===== config.mk =====
export PLATFORM = sky130hd
export DESIGN_NAME = gauge_status_spi
export DESIGN_NICKNAME = d
export VERILOG_FILES = /design/src/rtl/gss_pkg.sv /design/src/rtl/gss_sync.sv /design/src/rtl/gss_shifter.sv /design/src/rtl/gss_status.sv /design/src/rtl/gauge_status_spi.sv
export SDC_FILE = /design/constraint.sdc
export NUM_CORES = 1
export LEC_CHECK = 0
export BUFFER_PORTS_ARGS = -buffer_cell sky130_fd_sc_hd__buf_2
export CORE_ASPECT_RATIO = 0.8
export CORE_MARGIN = 10
export CORE_UTILIZATION = 50
export CTS_BUF_LIST = sky130_fd_sc_hd__clkbuf_8
export DETAILED_ROUTE_END_ITERATION = 7
export HOLD_SLACK_MARGIN = 0.1
export PLACE_DENSITY = 0.88
export SLEW_MARGIN = 20
export SYNTH_ARGS = -nofsm -noshare
export SYNTH_HDL_FRONTEND = slang
export SYNTH_SLANG_ARGS = --single-unit
export TNS_END_PERCENT = 1

===== constraint.sdc =====
create_clock -name clk -period 2.17 [get_ports clk]
set_clock_uncertainty 0.15 [all_clocks]
set_input_delay 0.434 -clock clk [delete_from_list [all_inputs] [get_ports clk]]
set_output_delay 0.434 -clock clk [all_outputs]
set_load 0.01 [all_outputs]

===== src/rtl/gss_pkg.sv =====
package gss_pkg;

  typedef struct packed {
    logic [1:0] dir;
    logic [1:0] zero_cw;
    logic [1:0] off_target;
    logic       cal_bad;
    logic [1:0] moving;
    logic [1:0] homing;
    logic [1:0] hot;
  } gauge_flags_t;

  typedef enum logic [1:0] {
    PG_RTZ  = 2'd0,
    PG_POS0 = 2'd1,
    PG_POS1 = 2'd2,
    PG_VEL  = 2'd3
  } page_t;

  function automatic logic [15:0] pack_device(input gauge_flags_t f,
                                              input logic ov, input logic uv);
    return {f.dir[1], f.dir[0], f.zero_cw[1], f.zero_cw[0],
            f.off_target[1], f.off_target[0], ov, uv, f.cal_bad, ov | uv,
            f.moving[1], f.moving[0], f.homing[1], f.homing[0],
            f.hot[1], f.hot[0]};
  endfunction

endpackage


===== src/rtl/gss_sync.sv =====
module gss_sync #(
  parameter int          W       = 1,
  parameter int          STAGES  = 2,
  parameter logic [W-1:0] RST_VAL = '0
) (
  input  logic         clk,
  input  logic         rst,
  input  logic [W-1:0] d,
  output logic [W-1:0] q
);
  logic [W-1:0] pipe [STAGES];

  generate
    for (genvar i = 0; i < STAGES; i++) begin : g_stage
      if (i == 0) begin : g_first
        always_ff @(posedge clk) begin
          if (rst) pipe[0] <= RST_VAL;
          else     pipe[0] <= d;
        end
      end else begin : g_next
        always_ff @(posedge clk) begin
          if (rst) pipe[i] <= RST_VAL;
          else     pipe[i] <= pipe[i-1];
        end
      end
    end
  endgenerate

  assign q = pipe[STAGES-1];
endmodule


===== src/rtl/gss_shifter.sv =====
module gss_shifter #(
  parameter int FRAME_BITS = 16
) (
  input  logic                  clk,
  input  logic                  rst,
  input  logic                  csn_s,
  input  logic                  sck_s,
  input  logic                  mosi_s,
  input  logic [FRAME_BITS-1:0] load_word,
  output logic                  miso,
  output logic                  miso_oe,
  output logic                  cs_rise,
  output logic                  frame_ok,
  output logic [FRAME_BITS-1:0] frame_word
);
  localparam int CNT_MAX = FRAME_BITS + 1;
  localparam int CNT_W   = $clog2(CNT_MAX + 1);
  localparam int MSB     = FRAME_BITS - 1;

  logic                  csn_d, sck_d;
  logic                  cs_fall, sck_rise, sck_fall;
  logic [FRAME_BITS-1:0] sh;
  logic [CNT_W-1:0]      cnt;
  logic                  miso_q, oe_q;

  assign cs_fall  = csn_d & ~csn_s;
  assign cs_rise  = ~csn_d & csn_s;
  assign sck_rise = ~sck_d & sck_s & ~csn_s;
  assign sck_fall = sck_d & ~sck_s & ~csn_s;

  always_ff @(posedge clk) begin
    if (rst) begin
      csn_d  <= 1'b1;
      sck_d  <= 1'b0;
      sh     <= '0;
      cnt    <= '0;
      miso_q <= 1'b0;
      oe_q   <= 1'b0;
    end else begin
      csn_d <= csn_s;
      sck_d <= sck_s;
      oe_q  <= ~csn_s;
      if (cs_fall) begin
        sh     <= load_word;
        miso_q <= load_word[MSB];
        cnt    <= '0;
      end else begin
        if (sck_rise) begin
          sh <= {sh[MSB-1:0], mosi_s};
          if (cnt != CNT_W'(CNT_MAX)) cnt <= cnt + 1'b1;
        end
        if (sck_fall) miso_q <= sh[MSB];
      end
    end
  end

  assign frame_ok   = cs_rise && (cnt == CNT_W'(FRAME_BITS));
  assign frame_word = sh;
  assign miso       = miso_q;
  assign miso_oe    = oe_q;

  assert_load_first_bit_R2: assert property (@(posedge clk) disable iff (rst)
    cs_fall |=> (miso == $past(load_word[MSB])));

  assert_count_bounded_R5: assert property (@(posedge clk) disable iff (rst)
    cnt <= CNT_W'(CNT_MAX));

  assert_oe_follows_cs_R9: assert property (@(posedge clk) disable iff (rst)
    (csn_d && csn_s) |=> !miso_oe);
endmodule


===== src/rtl/gss_status.sv =====
module gss_status
  import gss_pkg::*;
#(
  parameter int         WORD_W  = 16,
  parameter int         SEL_LSB = 8,
  parameter int         SEL_W   = 4,
  parameter logic [3:0] CFG_OP  = 4'hE
) (
  input  logic              clk,
  input  logic              rst,
  input  gauge_flags_t      flags,
  input  logic              ov_raw,
  input  logic              uv_raw,
  input  logic [WORD_W-1:0] rtz_word,
  input  logic [WORD_W-1:0] pos0_word,
  input  logic [WORD_W-1:0] pos1_word,
  input  logic [WORD_W-1:0] vel_word,
  input  logic              cs_rise,
  input  logic              frame_ok,
  input  logic [WORD_W-1:0] frame_word,
  output logic [WORD_W-1:0] status_word,
  output logic              drv_disable
);
  localparam int OP_LSB = WORD_W - 4;

  logic [SEL_W-1:0]  sel;
  logic              ov_hold, uv_hold, drv_q;
  logic              cfg_hit;
  logic [WORD_W-1:0] pages [4];
  page_t             pg;

  assign cfg_hit = frame_ok && (frame_word[WORD_W-1:OP_LSB] == CFG_OP);

  always_ff @(posedge clk) begin
    if (rst) begin
      sel     <= '0;
      ov_hold <= 1'b0;
      uv_hold <= 1'b0;
      drv_q   <= 1'b0;
    end else begin
      ov_hold <= ov_raw | (ov_hold & ~cs_rise);
      uv_hold <= uv_raw | (uv_hold & ~cs_rise);
      if (cfg_hit) sel <= frame_word[SEL_LSB +: SEL_W];
      if (ov_raw)                       drv_q <= 1'b1;
      else if (cfg_hit && frame_word[0]) drv_q <= 1'b0;
    end
  end

  assign pages[PG_RTZ]  = rtz_word;
  assign pages[PG_POS0] = pos0_word;
  assign pages[PG_POS1] = pos1_word;
  assign pages[PG_VEL]  = vel_word;
  assign pg = page_t'(sel[1:0]);

  always_comb begin
    if (sel[SEL_W-1] && (sel[SEL_W-2] == 1'b0)) status_word = pages[pg];
    else status_word = pack_device(flags, ov_hold, uv_hold);
  end

  assign drv_disable = drv_q;

  assert_sel_persists_R3: assert property (@(posedge clk) disable iff (rst)
    !frame_ok |=> $stable(sel));

  assert_ov_held_R7: assert property (@(posedge clk) disable iff (rst)
    (ov_hold && !cs_rise) |=> ov_hold);

  assert_ov_disables_R8: assert property (@(posedge clk) disable iff (rst)
    ov_raw |=> drv_disable);

  assert_disable_sticky_R8: assert property (@(posedge clk) disable iff (rst)
    (drv_disable && !frame_ok) |=> drv_disable);
endmodule


===== src/rtl/gauge_status_spi.sv =====
module gauge_status_spi
  import gss_pkg::*;
#(
  parameter int         FRAME_BITS  = 16,
  parameter int         SYNC_STAGES = 2,
  parameter logic [3:0] CFG_OP      = 4'hE
) (
  input  logic                  clk,
  input  logic                  rst,
  input  logic                  spi_csn,
  input  logic                  spi_sck,
  input  logic                  spi_mosi,
  output logic                  spi_miso,
  output logic                  spi_miso_oe,
  input  logic [1:0]            dir,
  input  logic [1:0]            zero_cw,
  input  logic [1:0]            off_target,
  input  logic                  cal_bad,
  input  logic [1:0]            moving,
  input  logic [1:0]            homing,
  input  logic [1:0]            hot,
  input  logic                  ov_raw,
  input  logic                  uv_raw,
  input  logic [FRAME_BITS-1:0] rtz_word,
  input  logic [FRAME_BITS-1:0] pos0_word,
  input  logic [FRAME_BITS-1:0] pos1_word,
  input  logic [FRAME_BITS-1:0] vel_word,
  output logic                  drv_disable
);
  logic [2:0]            pins_s;
  logic                  cs_rise, frame_ok;
  logic [FRAME_BITS-1:0] frame_word, status_word;
  gauge_flags_t          flags;

  assign flags = '{dir: dir, zero_cw: zero_cw, off_target: off_target,
                   cal_bad: cal_bad, moving: moving, homing: homing, hot: hot};

  gss_sync #(.W(3), .STAGES(SYNC_STAGES), .RST_VAL(3'b100)) u_sync (
    .clk (clk),
    .rst (rst),
    .d   ({spi_csn, spi_sck, spi_mosi}),
    .q   (pins_s)
  );

  gss_shifter #(.FRAME_BITS(FRAME_BITS)) u_shift (
    .clk        (clk),
    .rst        (rst),
    .csn_s      (pins_s[2]),
    .sck_s      (pins_s[1]),
    .mosi_s     (pins_s[0]),
    .load_word  (status_word),
    .miso       (spi_miso),
    .miso_oe    (spi_miso_oe),
    .cs_rise    (cs_rise),
    .frame_ok   (frame_ok),
    .frame_word (frame_word)
  );

  gss_status #(.WORD_W(FRAME_BITS), .CFG_OP(CFG_OP)) u_status (
    .clk         (clk),
    .rst         (rst),
    .flags       (flags),
    .ov_raw      (ov_raw),
    .uv_raw      (uv_raw),
    .rtz_word    (rtz_word),
    .pos0_word   (pos0_word),
    .pos1_word   (pos1_word),
    .vel_word    (vel_word),
    .cs_rise     (cs_rise),
    .frame_ok    (frame_ok),
    .frame_word  (frame_word),
    .status_word (status_word),
    .drv_disable (drv_disable)
  );
endmodule


==> impl_metrics.toml, run 1 <==
[outcome]
outcome = "finished, final reports clean"

[sta]
rsz0062_at_grt = "false"
min_period_ns = 1.85
min_period_over_period_pct = 85.3
relSlewSlack_pct = 61.6
setup_tns_ns = 0
setup_viol = 0
final_max_slew_viol_count = 0
hold_violations = 0
clock.fmax_mhz = 540
tightest_slew_ns = 0.576

[flow_run]
max-cap-violations = 0

[pwr]
seqPwrFrac_pct = 44.5
power.density_nw_per_um2 = 608
peakVddDrop_mv = 0.392
clock_power_share_pct = 44.0
p_leak_uw = 0.00120
p_switching_uw = 338
swShare_pct = 20.2
combPwrFrac_pct = 11.5
intPower_uw = 1330

[setup_path]
cp_data_arrival_time_ns = 1.86
start_kind = "register"
cp-end-kind = "register"
slowest_delay_ns = 0.50
cp_max_fo = 19
crit_type = "register to register"
critical_path_required_ns = 2.18
crit_slowest_cell = "dfxtp_1"
crit_chain = "buf_12 > mux2_4 > a221o_1 > a21oi_1 > nor3_1"

[floorplanning]
fp.dieH_um = 78.4
io_pins = 87
core_sq_um = 4150
die_w_um = 93.1
floorplan.initialDensity_pct = 51.4
die_area_sq_um = 7300
row_count = 21

[clock_network]
cts-root-buf = "clkbuf_8"
tritoncts = "built"
cts_made_buffers = 5
ctsResizeCount = 0
path_clk_slew_ns = 0.07
htree_num_levels = 2
clk_path_buf_depth = 2
cts_sinks = 38
clk_latency_ns = 0.29
cts_hold_repair.buffers = 0
post-cts-setup-buffers = 0

[global_route]
grt_usage_pct = 15.8
grt_pass1_vias = 2155
grt_pass1_wl_mm = 9.65
grt_max_degree = 34
antenna_found_initial = 0
overflow = 0

[placed_design]
port_buffers = 86
place_hpwl_mm = 4.61
place_area_sq_um = 2600
gp_congestion = 0.852

[synth]
yosys_warnings = 0
synth.distinct_cells = 36
synth_nets = 307
async_reset_ff_share_pct = 0
syn_inst = 220
ys.flop_type = "dfxtp_1"
synth-edff-count = 0
ys_seq_area_share_pct = 35.6
synth_area_sq_um = 2130
synth_seq_cells = 38
synth_top_area_share_pct = 35.6
syn_area_per_cell_sq_um = 9.70
synth_area_leaders = "dfxtp_1 (36%), mux2_2 (11%), a221o_1 (7.5%), mux2_4 (7.0%), o22ai_1 (4.1%)"
yosys.area.top_type = "dfxtp_1"
ys_top_cells_by_count = "dfxtp_1 (38), mux2_2 (20), a221o_1 (16), nor2_1 (16), a21oi_1 (15)"
synth_most_common_cell = "dfxtp_1"

[cells_and_area]
layout-drive-gt1-share_pct = 46.6
area_growth_pct = 28.5
fin_util_pct = 66.1
final_area_sq_um = 2740
diodes = 0
finalNetCount = 391

[routing]
viasPerCell = 5.56
drtAntennaViolNets = 0
drtIter0Drc = 130
wirelength_mm = 5.82
drc = 0
vias = 2014
wl_per_cell_um = 16.1
drtPass1Iterations = 4

[worst_hold_path]
hp-class = "input pin to register"
state kept, by name (all words and copies together), names as in the netlist:
| name | cells |
|---|---|
| u_shift.frame_word | 16 |
| u_sync.pipe | 6 |
| u_shift.cnt | 5 |
| u_status.sel | 4 |
| u_shift.csn_d | 1 |
| u_shift.miso | 1 |
| u_shift.miso_oe | 1 |
| u_shift.sck_d | 1 |
| u_status.drv_disable | 1 |
| u_status.ov_hold | 1 |
| u_status.uv_hold | 1 |
worst paths after layout:
| path | from | to | slack [ns] | cells past startpoint |
|---|---|---|---|---|
| hold / removal | spi_csn | u_sync.pipe[0][2]$_SDFF_PP1_ | 0.17 | 2 |
| setup / recovery | u_status.sel[1]$_SDFFE_PP0P_ | u_shift.frame_word[7]$_SDFFE_PP0P_ | 0.32 | 5 |
| setup reg to reg | u_status.sel[1]$_SDFFE_PP0P_ | u_shift.frame_word[7]$_SDFFE_PP0P_ | 0.32 | 5 |
| hold reg to reg | u_sync.pipe[0][2]$_SDFF_PP1_ | u_sync.pipe[1][2]$_SDFF_PP1_ | 0.26 | 1 |
critical path, delay by kind of cell, from the launching register on:
family	cells	cell delay [ns]
mux	1	0.31
simple gates	1	0.07
flops	1	0.50
compound gates	2	0.47
buf+inv	1	0.22
logic make-up (layout without fill, tap and decap cells):
kind of cell	count (synthesis)	count (layout)	share of synthesized area, %
muxes	36	36	20.4
buffers and inverters	24	109	6.27
xor gates and xnor gates	3	3	1.23
DFF	38	38	35.6
AOI/OAI and AO/OA	55	55	19.0
and+or+nand+nor	61	61	15.7
adders and majority gates	3	3	1.76
layer usage:
| metal | routed length [um] | vias up | track usage (%) |
|---|---|---|---|
| met5 | 0 | - | 0 |
| met3 | 420 | 17 | 4.94 |
| met4 | 149 | 0 | 6.92 |
| li1 | - | 986 | - |
| met2 | 2710 | 92 | 26.4 |
| met1 | 2540 | 919 | 18.2 |
placed cells by master (no fill, tap or decap), types with 6 or more instances in the layout:
cell type,count
inv_1,7
nor2b_1,6
o22ai_1,14
dfxtp_1,38
mux2i_1,6
mux2_2,20
buf_4,7
a21oi_1,15
nor2_1,16
nand2b_1,6
clkbuf_8,6
buf_2,86
a221o_1,16
mux2_4,10
nor3_1,14
a21oi_2,6
stage by stage:
| stage | worst slack (ns) | total power (uW) | cells | hold slack [ns] |
|---|---|---|---|---|
| 6_report | 0.319 | 1670 | 362 | 0.170 |
| 5_1_grt | 0.206 | 1730 | 362 | 0.189 |
| 4_1_cts | 0.330 | 1680 | 362 | 0.162 |
| 3_5_place_dp | 0.339 | 949 | 354 | 0.247 |
| 3_3_place_gp | 0.347 | 943 | 354 | 0.244 |
| 2_1_floorplan | 0.576 | 853 | 220 | 0.239 |
cell type report:
cell class | instances | area [sq um]
Clock buffer | 6 | 82.6
Sequential cell | 38 | 761
Timing Repair Buffer | 94 | 503
Inverter | 7 | 26.3
Multi-Input combinational cell | 158 | 1240
Clock inverter | 2 | 60.1
Tap cell | 57 | 71.3
Fill cell | 331 | 1410
power groups by stage:
| stage | logic, uW | registers [uW] | clock network [uW] |
|---|---|---|---|
| global route | 213 | 746 | 772 |
| floorplan | 98.8 | 754 | 0 |
| detailed placement | 191 | 758 | 0 |
| CTS | 192 | 743 | 743 |
| finish | 191 | 743 | 735 |
| global placement | 186 | 758 | 0 |
Power figures use the tool's default switching activity.
==> run 2, diff against run 1 <==
- CORE_ASPECT_RATIO: 0.8 -> 0.5
==> impl_metrics.toml, run 2 (synthesis gave the netlist of run 1 again) <==
[outcome]
outcome = "finished, final reports clean"

[routing]
viasPerCell = 5.74
drtIter0Drc = 111
wl_per_cell_um = 18.0
routed.top_layer = "met4"
wl_met1_mm = 2.55
drtPass1Iterations = 4
drtAntennaViolNets = 0
drc = 0
met2WireLength_mm = 3.24
dr_wl_met3_um = 572
vias = 2065
wirelength_mm = 6.47

[sta]
clock.fmax_mhz = 517
min_period_ns = 1.94
min_period_over_period_pct = 89.2
setup_tns_ns = 0
final_max_slew_viol_count = 0
setup_viol = 0
rsz0062_at_grt = "false"
relSlewSlack_pct = 57.8
hold_violations = 0
tightest_slew_ns = 0.633

[placed_design]
gp_congestion = 0.847
place_inst = 352
port_buffers = 86
place_hpwl_mm = 4.98

[setup_path]
crit_slowest_cell = "dfxtp_2"
crit_buf_inv = 1
cp-end-kind = "register"
start_kind = "register"
crit_chain = "buf_4 > mux2_4 > a221o_1 > a21oi_1 > nor3_1"
cp_data_arrival_time_ns = 1.94
slowest_delay_ns = 0.46
crit_type = "register to register"
cp_max_fo = 14
crit_family = "compound AO/OA/AOI/OAI gates"
critical_path_required_ns = 2.17

[clock_network]
htree_num_levels = 2
clk_latency_ns = 0.30
post-cts-setup-buffers = 0
cts_sinks = 38
cts-root-buf = "clkbuf_8"
path_clk_slew_ns = 0.07
clk_path_buf_depth = 2
ctsResizeCount = 0
cts_made_buffers = 5
tritoncts = "built"
cts_hold_repair.buffers = 0

[cells_and_area]
finalNetCount = 392
diodes = 0
area_growth_pct = 25.8
layout_common_cells = "buf_2 (86), dfxtp_1 (37), mux2_2 (20)"
layout-drive-gt1-share_pct = 46.7
finalNonFillerCells = 360
largest_reg_flops = 16
fillers = 302
layout.cells.most_common = "buf_2"

[pwr]
peakVddDrop_mv = 0.254
power.density_nw_per_um2 = 535
p_leak_uw = 0.00118

[floorplanning]
io_pins = 87
row_count = 16
die_w_um = 112
fp.dieH_um = 66.2
core_sq_um = 4000
die_area_sq_um = 7440
floorplan.initialDensity_pct = 53.3

[global_route]
grt_usage_pct = 16.7
grt_pass1_wl_mm = 10.3
grt_pass1_vias = 2246
overflow = 0
antenna_found_initial = 0
grt_max_degree = 34

[worst_hold_path]
hp-class = "input pin to register"

[flow_run]
max-cap-violations = 0
## run 2: changes by cell type in the layout (fill, tap and decap cells not counted)
cell | before | now
buf_4 | 7 | 9
dfxtp_1 | 38 | 37
clkinv_2 | 0 | 1
dfxtp_2 | 0 | 1
bufinv_16 | 2 | 0
inv_1 | 7 | 8
buf_12 | 1 | 0
## run 2: path summary, 6_finish.rpt
kind,startpoint,to,slack [ns],cells past startpoint
min,spi_csn,u_sync.pipe[0][2]$_SDFF_PP1_,0.17,2
max reg2reg,u_status.sel[1]$_SDFFE_PP0P_,u_shift.frame_word[2]$_SDFFE_PP0P_,0.23,5
max,u_status.sel[1]$_SDFFE_PP0P_,u_shift.frame_word[2]$_SDFFE_PP0P_,0.23,5
min reg2reg,u_sync.pipe[0][2]$_SDFF_PP1_,u_sync.pipe[1][2]$_SDFF_PP1_,0.27,1
## run 2: cell type report
| cell class | instances | area [sq um] | area share, % |
|---|---|---|---|
| clock inverters | 2 | 8.76 | 0.326 |
| multi-input cells | 158 | 1240 | 46.2 |
| clock buffers | 6 | 82.6 | 3.08 |
| well taps | 54 | 67.6 | 2.52 |
| inverters | 7 | 26.3 | 0.979 |
| flip-flops and latches | 38 | 762 | 28.4 |
| repair buffers | 95 | 498 | 18.5 |
## run 2: worst reg2reg max path, cell delays in order, from the launching register on
cell	delay (ns)
dfxtp_2	0.46
buf_4	0.30
mux2_4	0.32
a221o_1	0.33
a21oi_1	0.16
nor3_1	0.07
## run 2: per-layer routing
layer	global-route usage, %	vias up
li1	-	986
met1	17.9	968
met2	29.8	98
met3	5.16	13
met4	7.86	0
met5	0	-
## run 2: stage by stage
stage	setup slack [ns]	hold WS, ns	util (%)	total power [uW]	area, sq um
after global placement	0.176	0.242	64.8	943	2590
after floorplan	0.576	0.239	-	853	2130
final	0.234	0.169	67.1	1440	2690
after detailed placement	0.136	0.260	64.8	952	2590
after CTS	0.0850	0.168	67.0	1430	2680
after global routing	0.144	0.172	67.1	1490	2690
## run 2: report_power, final
part	switching, uW	internal [uW]	leakage, uW
Combinational	77.1	117	0.000817
Sequential	22.6	724	0.000311
Clock	244	251	0.0000524
==> run 3, diff against run 2 <==
--- a/config.mk
+++ b/config.mk
@@ -7,10 +7,10 @@
 export LEC_CHECK = 0
-export BUFFER_PORTS_ARGS = -buffer_cell sky130_fd_sc_hd__buf_2
 export CORE_ASPECT_RATIO = 0.5
 export CORE_MARGIN = 10
-export CORE_UTILIZATION = 50
+export CORE_UTILIZATION = 65
 export CTS_BUF_LIST = sky130_fd_sc_hd__clkbuf_8
 export DETAILED_ROUTE_END_ITERATION = 7
+export DONT_BUFFER_PORTS = 1
 export HOLD_SLACK_MARGIN = 0.1
-export PLACE_DENSITY = 0.88
+export PLACE_DENSITY = 0.87
 export SLEW_MARGIN = 20
==> constraint.sdc (replaced) <==
create_clock -name clk -period 2.17 [get_ports clk]
set_clock_uncertainty 0.15 [all_clocks]
set_input_delay 0.3255 -clock clk [delete_from_list [all_inputs] [get_ports clk]]
set_output_delay 0.3255 -clock clk [all_outputs]
set_load 0.01 [all_outputs]
==> impl_metrics.toml, run 3 (synthesis gave the netlist of run 1 again) <==
[routing]
vias = 1781
wl_per_cell_um = 21.5
drtAntennaViolNets = 0
drtPass1Iterations = 4
drc = 0
drtIter0Drc = 122
viasPerCell = 6.80
wirelength_mm = 5.64

[clock_network]
clk_latency_ns = 0.28
cts_made_buffers = 5
path_clk_slew_ns = 0.07
htree_num_levels = 2
clk_path_buf_depth = 2
cts-root-buf = "clkbuf_8"
tritoncts = "built"
cts_sinks = 38

[placed_design]
place_hpwl_mm = 4.38
gp_congestion = 0.849
port_buffers = 0
place_area_sq_um = 2140

[floorplanning]
die_area_sq_um = 6110
row_count = 14
floorplan.initialDensity_pct = 69.6
fp.dieH_um = 60.5
io_pins = 87
die_w_um = 101
core_sq_um = 3070

[cells_and_area]
layout_common_cells = "dfxtp_1 (38), mux2_2 (20), a221o_1 (16), nor2_1 (16), a21oi_1 (15)"
layout.cells.most_common = "dfxtp_1"
finalNetCount = 310
layout-drive-gt1-share_pct = 24.3
area_growth_pct = 6.80
largest_reg_flops = 16
final_area_sq_um = 2280
diodes = 0

[outcome]
outcome = "finished, final reports clean"

[setup_path]
slowest_delay_ns = 0.45
start_kind = "register"
crit_type = "register to register"
critical_path_required_ns = 2.17
crit_slowest_cell = "dfxtp_1"
crit_buf_inv = 1
crit_chain = "buf_12 > mux2_4 > a221o_1 > a21oi_1 > nor3_1"
cp-end-kind = "register"
crit_family = "compound AO/OA/AOI/OAI gates"
cp_max_fo = 32
cp_data_arrival_time_ns = 1.94

[global_route]
grt_pass1_vias = 1727
grt_usage_pct = 17.8
overflow = 0
grt_pass1_wl_mm = 8.64
antenna_found_initial = 0
grt_max_degree = 33

[sta]
setup_tns_ns = 0
min_period_ns = 1.94
tightest_slew_ns = 0.564
relSlewSlack_pct = 62.3
min_period_over_period_pct = 89.5
hold_violations = 0
rsz0062_at_grt = "false"
clock.fmax_mhz = 515
setup_viol = 0
timing.hold.ws_ns = 0.182
final_max_slew_viol_count = 0

[pwr]
power.density_nw_per_um2 = 586
peakVddDrop_mv = 0.333
p_leak_uw = 0.000846

[flow_run]
max-cap-violations = 0

[worst_hold_path]
hp-class = "input pin to register"
run 3: path summary, 6_finish.rpt:
check | startpoint | to | slack, ns | depth (start not counted)
worst max-delay path | u_status.sel[1]$_SDFFE_PP0P_ | u_shift.frame_word[7]$_SDFFE_PP0P_ | 0.23 | 5
worst min register to register | u_sync.pipe[0][2]$_SDFF_PP1_ | u_sync.pipe[1][2]$_SDFF_PP1_ | 0.27 | 1
worst max register to register | u_status.sel[1]$_SDFFE_PP0P_ | u_shift.frame_word[7]$_SDFFE_PP0P_ | 0.23 | 5
worst min-delay path | rst | u_shift.cnt[2]$_SDFFE_PP0P_ | 0.18 | 2
run 3: metal layers:
metal / routed length, um / GRT usage (%) / up-vias
met2: 2630 / 29.1 / 115
met4: 74 / 6.51 / 0
met1: 2170 / 20.4 / 835
li1: - / - / 822
met3: 769 / 8.05 / 9
met5: 0 / 0 / -
run 3: metrics by stage:
stage / total power [uW] / std cells / util [%] / worst slack (ns)
2_1_floorplan: 853 / 220 / - / 0.576
3_3_place_gp: 864 / 250 / 69.9 / 0.388
3_5_place_dp: 869 / 250 / 69.9 / 0.292
4_1_cts: 1350 / 262 / 74.5 / 0.210
5_1_grt: 1380 / 262 / 74.4 / 0.139
6_report: 1340 / 262 / 74.4 / 0.228
run 3: power by group:
part           leakage (uW)  switching, uW  internal, uW
combinational      0.000492           54.3          70.9
clock             0.0000431            219           245
sequential         0.000311           21.9           725
run 3: layout make-up:
class	count	area, sq um
well taps	40	50.0
clock buffers	6	82.6
multi-input cells	158	1240
inverters	7	26.3
flip-flops and latches	38	761
repair buffers	13	120
fillers	193	786
run 3: repair_timing:
action,in CTS,in global routing
resized for setup,0,0
buffers inserted,0,0
hold endpoints to repair,33,0
setup endpoints to repair,0,0
hold buffers,6,0
run 3: worst reg2reg max path: stages (launching register included):
cell and delay [ns]:
dfxtp_1 0.45, buf_12 0.25, mux2_4 0.32, a221o_1 0.31, a21oi_1 0.25, nor3_1 0.08
